**config.mk**
```make
export PLATFORM = sky130hd
export DESIGN_NAME = stall_guard_timer
export DESIGN_NICKNAME = d
export VERILOG_FILES = /design/src/rtl/stall_pkg.sv /design/src/rtl/stall_tick_gen.sv /design/src/rtl/stall_level_acc.sv /design/src/rtl/stall_fault_latch.sv /design/src/rtl/stall_guard_timer.sv
export SDC_FILE = /design/constraint.sdc
export NUM_CORES = 1
export LEC_CHECK = 0
export BUFFER_PORTS_ARGS = -buffer_cell sky130_fd_sc_hd__buf_2
export CORE_MARGIN = 2
export CORE_UTILIZATION = 30
export DETAILED_ROUTE_END_ITERATION = 10
export PLACE_DENSITY = 0.56
export SLEW_MARGIN = 20
export SYNTH_ARGS = -nofsm -noshare
export SYNTH_HDL_FRONTEND = slang
export SYNTH_SLANG_ARGS = --single-unit
```
**constraint.sdc**
```tcl
create_clock -name clk_i -period 2.82 [get_ports clk_i]
set_clock_uncertainty 0.15 [all_clocks]
set_input_delay 0.564 -clock clk_i [delete_from_list [all_inputs] [get_ports clk_i]]
set_output_delay 0.564 -clock clk_i [all_outputs]
set_load 0.005 [all_outputs]
```
**src/rtl/stall_pkg.sv**
```systemverilog
package stall_pkg;
  typedef enum logic [1:0] {
    ACT_HOLD   = 2'd0,
    ACT_CHARGE = 2'd1,
    ACT_DRAIN  = 2'd2,
    ACT_CLEAR  = 2'd3
  } level_act_e;
endpackage

```
**src/rtl/stall_tick_gen.sv**
```systemverilog
module stall_tick_gen #(
  parameter int unsigned DIV = 22
) (
  input  logic clk_i,
  input  logic rst_ni,
  input  logic en_i,
  output logic tick_o
);
  localparam int unsigned CW = (DIV > 1) ? $clog2(DIV) : 1;
  localparam logic [CW-1:0] LAST = CW'(DIV - 1);

  logic [CW-1:0] cnt_q;

  assign tick_o = en_i && (cnt_q == LAST);

  // count restarts whenever enable drops: partial intervals are discarded
  always_ff @(posedge clk_i or negedge rst_ni) begin
    if (!rst_ni)          cnt_q <= '0;
    else if (!en_i)       cnt_q <= '0;
    else if (cnt_q == LAST) cnt_q <= '0;
    else                  cnt_q <= cnt_q + 1'b1;
  end

  assert_cnt_range_R2: assert property (@(posedge clk_i) disable iff (!rst_ni)
    cnt_q <= LAST);
endmodule

```
**src/rtl/stall_level_acc.sv**
```systemverilog
module stall_level_acc
  import stall_pkg::*;
#(
  parameter int unsigned CNT_W      = 8,
  parameter int unsigned TRIP_LEVEL = 100
) (
  input  logic             clk_i,
  input  logic             rst_ni,
  input  level_act_e       act_i,
  output logic [CNT_W-1:0] level_o,
  output logic             at_limit_o
);
  localparam logic [CNT_W-1:0] TRIP = CNT_W'(TRIP_LEVEL);

  logic [CNT_W-1:0] level_q, level_d;

  always_comb begin
    level_d = level_q;
    unique case (act_i)
      ACT_CLEAR:  level_d = '0;
      ACT_CHARGE: if (level_q < TRIP) level_d = level_q + 1'b1;
      ACT_DRAIN:  if (level_q != '0)  level_d = level_q - 1'b1;
      default:    level_d = level_q;
    endcase
  end

  always_ff @(posedge clk_i or negedge rst_ni) begin
    if (!rst_ni) level_q <= '0;
    else         level_q <= level_d;
  end

  assign level_o    = level_q;
  assign at_limit_o = (level_q == TRIP);

  assert_no_overflow_R3: assert property (@(posedge clk_i) disable iff (!rst_ni)
    level_q <= TRIP);
  assert_floor_R7: assert property (@(posedge clk_i) disable iff (!rst_ni)
    (level_q == '0 && act_i == ACT_DRAIN) |=> level_q == '0);
  assert_clear_R10: assert property (@(posedge clk_i) disable iff (!rst_ni)
    act_i == ACT_CLEAR |=> level_q == '0);
  assert_hold_R9: assert property (@(posedge clk_i) disable iff (!rst_ni)
    act_i == ACT_HOLD |=> $stable(level_q));
endmodule

```
**src/rtl/stall_fault_latch.sv**
```systemverilog
module stall_fault_latch (
  input  logic clk_i,
  input  logic rst_ni,
  input  logic run_i,
  input  logic guard_off_i,
  input  logic at_limit_i,
  output logic fault_o
);
  logic fault_q;

  always_ff @(posedge clk_i or negedge rst_ni) begin
    if (!rst_ni)                         fault_q <= 1'b0;
    else if (!run_i)                     fault_q <= 1'b0;
    else if (at_limit_i && !guard_off_i) fault_q <= 1'b1;
  end

  assign fault_o = fault_q;

  assert_latched_R5: assert property (@(posedge clk_i) disable iff (!rst_ni)
    (fault_q && run_i) |=> fault_q);
  assert_stop_clears_R6: assert property (@(posedge clk_i) disable iff (!rst_ni)
    !run_i |=> !fault_q);
  assert_guard_blocks_R10: assert property (@(posedge clk_i) disable iff (!rst_ni)
    (guard_off_i && !fault_q) |=> !fault_q);
  assert_set_at_limit_R4: assert property (@(posedge clk_i) disable iff (!rst_ni)
    $rose(fault_q) |-> $past(at_limit_i));
endmodule

```
**src/rtl/stall_guard_timer.sv**
```systemverilog
module stall_guard_timer
  import stall_pkg::*;
#(
  parameter int unsigned CNT_W      = 8,
  parameter int unsigned TRIP_LEVEL = 100,
  parameter int unsigned CHG_DIV    = 22,
  parameter int unsigned DRN_DIV    = 1
) (
  input  logic             clk_i,
  input  logic             rst_ni,
  input  logic             run_i,
  input  logic             lock_i,
  input  logic             guard_off_i,
  output logic             fault_o,
  output logic [CNT_W-1:0] level_o
);
  logic chg_en, drn_en, chg_tick, drn_tick, at_limit;
  level_act_e act;

  assign chg_en = run_i && !lock_i && !guard_off_i;
  assign drn_en = !run_i && !guard_off_i;

  stall_tick_gen #(.DIV(CHG_DIV)) u_chg_tick (
    .clk_i(clk_i), .rst_ni(rst_ni), .en_i(chg_en), .tick_o(chg_tick));

  stall_tick_gen #(.DIV(DRN_DIV)) u_drn_tick (
    .clk_i(clk_i), .rst_ni(rst_ni), .en_i(drn_en), .tick_o(drn_tick));

  always_comb begin
    if (guard_off_i)   act = ACT_CLEAR;
    else if (chg_tick) act = ACT_CHARGE;
    else if (drn_tick) act = ACT_DRAIN;
    else               act = ACT_HOLD;
  end

  stall_level_acc #(.CNT_W(CNT_W), .TRIP_LEVEL(TRIP_LEVEL)) u_acc (
    .clk_i(clk_i), .rst_ni(rst_ni), .act_i(act),
    .level_o(level_o), .at_limit_o(at_limit));

  stall_fault_latch u_fault (
    .clk_i(clk_i), .rst_ni(rst_ni), .run_i(run_i), .guard_off_i(guard_off_i),
    .at_limit_i(at_limit), .fault_o(fault_o));

  assert_step_one_R2: assert property (@(posedge clk_i) disable iff (!rst_ni)
    (run_i && !guard_off_i) |=> (level_o == $past(level_o) ||
                                 level_o == $past(level_o) + 1'b1));
  assert_locked_hold_R9: assert property (@(posedge clk_i) disable iff (!rst_ni)
    (run_i && lock_i && !guard_off_i) |=> $stable(level_o));
endmodule

```
==> results.sh, run 1 <==
export IMPL_status="complete, no violations"
export IMPL_vdd_ir_drop_max_mv=0.189
export IMPL_cts_sinks=14
export IMPL_grt_max_degree=15
export IMPL_place_ws_ps=144
export IMPL_worst_pin_slew_ps=404
export IMPL_period_share=0.848
export IMPL_synth_fp_nets=103
export IMPL_period_needed_ps=2390
export IMPL_wl_met3_um=52
export IMPL_finalNetCount=118
export IMPL_synthSimpleGateAreaFrac=0.215
export IMPL_powerDensity_nw_per_um2=491
export IMPL_worstPathArrival_ps=2390
export IMPL_hold_class="in -> async"
export IMPL_core_um2=3030
export IMPL_place_inst=147
export IMPL_fin_setup_tns_ps=0
export IMPL_die_h_um=60.4
export IMPL_drtIter0Drc=21
export IMPL_gp_congestion=0.793
export IMPL_synth_area_leaders="dfrtp_1 (37%), ha_1 (6.6%), xnor2_1 (4.6%), a22o_1 (3.7%), o21ai_0 (3.1%)"
export IMPL_route_met2_wl_um=950
export IMPL_clock_path_buffers=2
export IMPL_synth_area_mux_share=0.0118
export IMPL_dr_pass1_iters=4
export IMPL_start_kind="input pin"
export IMPL_yosysSeqAreaShare=0.367
export IMPL_synth_edf_count=0
export IMPL_clock_root_buffer="clkbuf_4"
export IMPL_cts_tree="yes"
export IMPL_antenna_found_initial=0
export IMPL_syn_area_um2=955
export IMPL_yosysUniqueCellTypes=38
export IMPL_drc=0
export IMPL_cts_resized=0
export IMPL_synth_xor_xnor_area_share=0.0734
export IMPL_worstPathRequired_ps=2820
export IMPL_yosys_top_cells_count="dfrtp_1 (14), nor2_1 (8), o21ai_0 (6)"
export IMPL_grt_usage=0.125
export IMPL_htree_num_levels=1
export IMPL_wire_per_inst_um=13.1
export IMPL_fmax_mhz=418
export IMPL_internal_power_w=0.000360
export IMPL_p_seq_frac=0.465
export IMPL_synthCells=93
export IMPL_fin_ws_ps=430
export IMPL_yosysWarnings=0
export IMPL_finalHoldViolCount=0
export IMPL_power_share_clock=0.264
export IMPL_rsz0062_at_grt="no"
export IMPL_slew_viol_final=0
export IMPL_setup_violations=0
export IMPL_rows=20
export IMPL_path_max_fanout=7
export IMPL_grt_overflow=0
export IMPL_yosysMostFrequentCell="dfrtp_1"
export IMPL_grt_pass1_vias=747
export IMPL_clk_pin_slew_ps=80
export IMPL_drt_met1_wl_um=938
export IMPL_cts_buffers=3
export IMPL_synth_fa_ha_area_frac=0.0655
export IMPL_portBuffers=13
export IMPL_dr_total_vias=778
export IMPL_synth_top_cell_area_share=0.367
export IMPL_drive_gt1_frac=0.271
export IMPL_ys_ff_latch=14
export IMPL_syn_area_per_cell_um2=10.3
export IMPL_hpwl_um=1530
export IMPL_end_kind="register"
export IMPL_fin_cells=151
export IMPL_hold_buffers=0
export IMPL_clock_latency_ps=270
export IMPL_ant_nets=0
export IMPL_synthToLayoutAreaGrowth_pct=13.8
export IMPL_cap_viol_max_count=0
export IMPL_dr_max_layer_used="met4"
export IMPL_critical_path_class="in -> reg"
export IMPL_antenna_cells=0
export IMPL_start_util=0.315
export IMPL_synthFlopType="dfrtp_1"
export IMPL_die_area_um2=3650
export IMPL_p_comb_frac=0.271
export IMPL_synth_area_leader_cell="dfrtp_1"
export IMPL_synthArstFlopShare=1.00
export IMPL_p_leak_nw=0.492
export IMPL_via_per_inst=5.15
export IMPL_nFillCells=321
export IMPL_final_core_util=0.359
export IMPL_num_io_pins=14
export IMPL_switching_share=0.325
export IMPL_synth_compound_area_share=0.218
export IMPL_die_x_um=60.4
export IMPL_post_cts_buffers=0
export IMPL_slew_limit_headroom=0.729
export IMPL_switchingPower_w=0.000173
export IMPL_drt_total_wl_um=1980
export IMPL_synth_top_family_by_area="compound AO/OA/AOI/OAI gates"
export IMPL_grt_pass1_wl_um=3410
==> metrics by stage <==
step           total power (W)  cell area, um2  hold slack [ps]
2_1_floorplan         0.000355             955              118
3_3_place_gp          0.000396            1050              323
3_5_place_dp          0.000397            1050              324
4_1_cts               0.000541            1090             28.6
5_1_grt               0.000569            1090             26.4
6_report              0.000533            1090             22.0
==> critical path, cell delays in order <==
cell and delay (ps):
buf_2 150, or2_2 350, inv_1 180, ha_1 280, nand4_1 150, o21ai_0 190
a32oi_1 160, o311ai_1 260, o31ai_1 110
==> cell usage in the layout, fill, tap and decap left out, types with 2 or more instances in the layout <==
master and n:
a22oi_1 2, nor2_1 8, dfrtp_1 14, clkbuf_4 3
nor3_1 3, ha_1 5, a22o_1 4, buf_2 13
inv_1 4, nand2_1 3, o31ai_1 2, nand3_1 3
or2_2 2, nand4_1 3, xnor2_1 5, o311ai_1 2
xor2_1 3, o21ai_0 6
==> flip-flops by register name (all words and copies together) (netlist names) <==
register and cells:
u_fault.fault_o 1, u_chg_tick.cnt_q 5, u_acc.level_o 8
==> per-layer routing <==
| layer | track usage | vias up |
|---|---|---|
| li1 | - | 382 |
| met4 | 0.0559 | 0 |
| met2 | 0.199 | 18 |
| met5 | 0 | - |
| met1 | 0.154 | 374 |
| met3 | 0.0448 | 4 |
==> power groups by stage <==
stage	sequential [W]	clock [W]	combinational, W
2_1_floorplan	0.000236	0	0.000120
5_1_grt	0.000251	0.000158	0.000159
3_3_place_gp	0.000251	0	0.000145
3_5_place_dp	0.000252	0	0.000144
4_1_cts	0.000248	0.000147	0.000146
6_report	0.000248	0.000141	0.000144
==> cells by family (layout without fill, tap and decap cells) <==
| kind of cell | after synthesis | count (layout) |
|---|---|---|
| mux | 1 | 1 |
| fa+ha+maj | 5 | 5 |
| compound gates | 26 | 26 |
| xor+xnor | 8 | 8 |
| buf+inv | 8 | 22 |
| simple gates | 31 | 31 |
| flops | 14 | 14 |
==> area by class of cell <==
class / count / area, um2 / area share
clock buffers: 4 / 36.3 / 0.0334
inverters: 4 / 15.0 / 0.0138
multi-input cells: 71 / 557 / 0.513
flip-flops and latches: 14 / 350 / 0.323
well taps: 44 / 55.1 / 0.0507
repair buffers: 14 / 72.6 / 0.0668
==> worst paths after layout <==
kind / startpoint / end / slack, ps / cells past startpoint
max: guard_off_i / u_acc.level_o[7] / 430 / 9
min: rst_ni / u_chg_tick.cnt_q[4] / 20 / 1
max reg2reg: u_acc.level_o[1] / u_acc.level_o[6] / 690 / 7
min reg2reg: u_fault.fault_o / u_fault.fault_o / 340 / 1
max in group asynchronous: rst_ni / u_acc.level_o[5] / 2260 / 1
min in group clk_i: u_fault.fault_o / u_fault.fault_o / 340 / 1
No activity file was read; power rests on OpenSTA's default activity.
==> inputs of run 2 (changes only) <==
- PLACE_DENSITY: 0.56 -> 0.58
- clock period: 2.82 -> 2.07 ns (I/O delays scaled with it)
==> run 2 against run 1 <==
  * Utilization grew 6.8 points
  * Total power grew 52%
  * Worst setup slack worse by 400 ps
  * Largest cell class unchanged
  * Cell count is 13% higher
  * Non-clock buffer count increased by 20
  * First-iteration DRC count increased by 9.5%
  * Sequential power is 30% higher
  * Critical path depth fell by 4
  * Largest power group unchanged
  * Hold slack better by 270 ps
==> results.sh, run 2 (synthesis results as in run 1) <==
export IMPL_p_seq_frac=0.398
export IMPL_final_core_util=0.426
export IMPL_rows=20
export IMPL_layout_common_cells="buf_4 (20), buf_2 (13), dfrtp_1 (13)"
export IMPL_fin_ws_ps=32.0
export IMPL_fmax_mhz=491
export IMPL_largest_reg_flops=8
export IMPL_grt_pass1_wl_um=3740
export IMPL_path_cells="o311a_1, o41a_4, nor2_2, nand2_1, o31ai_1"
export IMPL_place_ws_ps=-272
export IMPL_worst_pin_slew_ps=343
export IMPL_antenna_found_initial=0
export IMPL_status="complete, no violations"
export IMPL_setup_violations=0
export IMPL_slew_viol_final=0
export IMPL_drc=0
export IMPL_p_comb_frac=0.368
export IMPL_core_um2=3030
export IMPL_path_max_fanout=5
export IMPL_critical_path_max_stage_delay_ps=480
export IMPL_wire_per_inst_um=13.3
export IMPL_num_io_pins=14
export IMPL_final_common_cell="buf_4"
export IMPL_worstPathRequired_ps=2090
export IMPL_clock_root_buffer="clkbuf_4"
export IMPL_drt_total_wl_um=2270
export IMPL_switching_share=0.319
export IMPL_grt_max_degree=15
export IMPL_grt_usage=0.138
export IMPL_grt_pass1_vias=798
export IMPL_cts_buffers=3
export IMPL_dr_total_vias=870
export IMPL_cts_sinks=14
export IMPL_die_h_um=60.4
export IMPL_critical_path_class="reg -> reg"
export IMPL_holdWs_ps=296
export IMPL_die_area_um2=3650
export IMPL_drtIter0Drc=23
export IMPL_period_share=0.985
export IMPL_period_needed_ps=2040
export IMPL_nFillCells=304
export IMPL_hpwl_um=1820
export IMPL_rsz0062_at_grt="yes"
export IMPL_clock_latency_ps=270
export IMPL_end_kind="register"
export IMPL_finalNetCount=138
export IMPL_worstPathArrival_ps=2060
export IMPL_cts_tree="yes"
export IMPL_start_util=0.315
export IMPL_start_kind="register"
export IMPL_drive_gt1_frac=0.449
export IMPL_hold_class="in -> reg"
export IMPL_ant_nets=0
export IMPL_dr_pass1_iters=4
export IMPL_finalHoldViolCount=0
export IMPL_cap_viol_max_count=0
export IMPL_portBuffers=13
export IMPL_clock_path_buffers=2
export IMPL_p_leak_nw=0.599
export IMPL_die_x_um=60.4
export IMPL_slew_limit_headroom=0.771
export IMPL_power_share_clock=0.234
export IMPL_htree_num_levels=1
export IMPL_synthToLayoutAreaGrowth_pct=35.3
export IMPL_grt_overflow=0
export IMPL_fin_setup_tns_ps=0
export IMPL_clk_pin_slew_ps=80
export IMPL_gp_congestion=0.832
export IMPL_switchingPower_w=0.000258
export IMPL_vdd_ir_drop_max_mv=0.217
export IMPL_antenna_cells=0
export IMPL_powerDensity_nw_per_um2=627
export IMPL_slowest_stage="o41a_4"
export IMPL_internal_power_w=0.000551
export IMPL_via_per_inst=5.09
## run 2: changes by cell type in the layout (fill, tap and decap cells not counted), sizes merged
cell and delta:
buf +19, dlygate4sd3 +1
## run 2: cell type report
type,count,area [um2],share of cell area
Clock buffer,4,36.3,0.0281
Inverter,4,15.0,0.0116
Multi-Input combinational cell,71,608,0.471
Sequential cell,14,352,0.272
Tap cell,44,55.1,0.0426
Timing Repair Buffer,34,225,0.174
## run 2: worst paths after layout
check,cells after the start,from,endpoint,slack [ps]
min reg2reg,1,u_fault.fault_o,u_fault.fault_o,340
min,3,guard_off_i,u_acc.level_o[4],300
max in group asynchronous,2,rst_ni,u_acc.level_o[3],1110
min in group asynchronous,2,rst_ni,u_acc.level_o[5],400
max reg2reg,5,u_acc.level_o[2],u_acc.level_o[6],30
max,5,u_acc.level_o[2],u_acc.level_o[6],30
## run 2: metal layers
layer	vias up	track usage	routed length [um]	part of all wire
li1	423	-	-	-
met1	422	0.194	1070	0.47
met3	2	0.0320	102	0.045
met4	0	0.0280	12	0.0053
met5	-	0	0	0
met2	23	0.217	1090	0.48
## run 2: metrics by stage
step / power [W] / instance area, um2 / cells
after floorplan: 0.000500 / 992 / 93
after global placement: 0.000608 / 1220 / 165
after detailed placement: 0.000612 / 1220 / 165
after CTS: 0.000806 / 1260 / 170
after global routing: 0.000861 / 1290 / 171
final: 0.000809 / 1290 / 171
## run 2: power groups by stage
stage | clock network, W | registers (W) | logic (W)
4_1_cts | 0.000197 | 0.000321 | 0.000288
2_1_floorplan | 0 | 0.000322 | 0.000178
6_report | 0.000190 | 0.000322 | 0.000298
3_3_place_gp | 0 | 0.000326 | 0.000282
5_1_grt | 0.000209 | 0.000325 | 0.000327
3_5_place_dp | 0 | 0.000327 | 0.000285
## run 2: worst max-delay path, delay by kind of cell, from the launching register on
kind,cells,cell delay [ps]
AOI/OAI and AO/OA,3,1090
DFF,1,430
and+or+nand+nor,2,260
## run 2: what timing repair did
item,4_1_cts,5_1_grt
hold buffers,1,0
endpoints found under the hold margin,14,0
endpoints found under the setup margin,0,4
resized for setup,0,7
buffers inserted,0,1
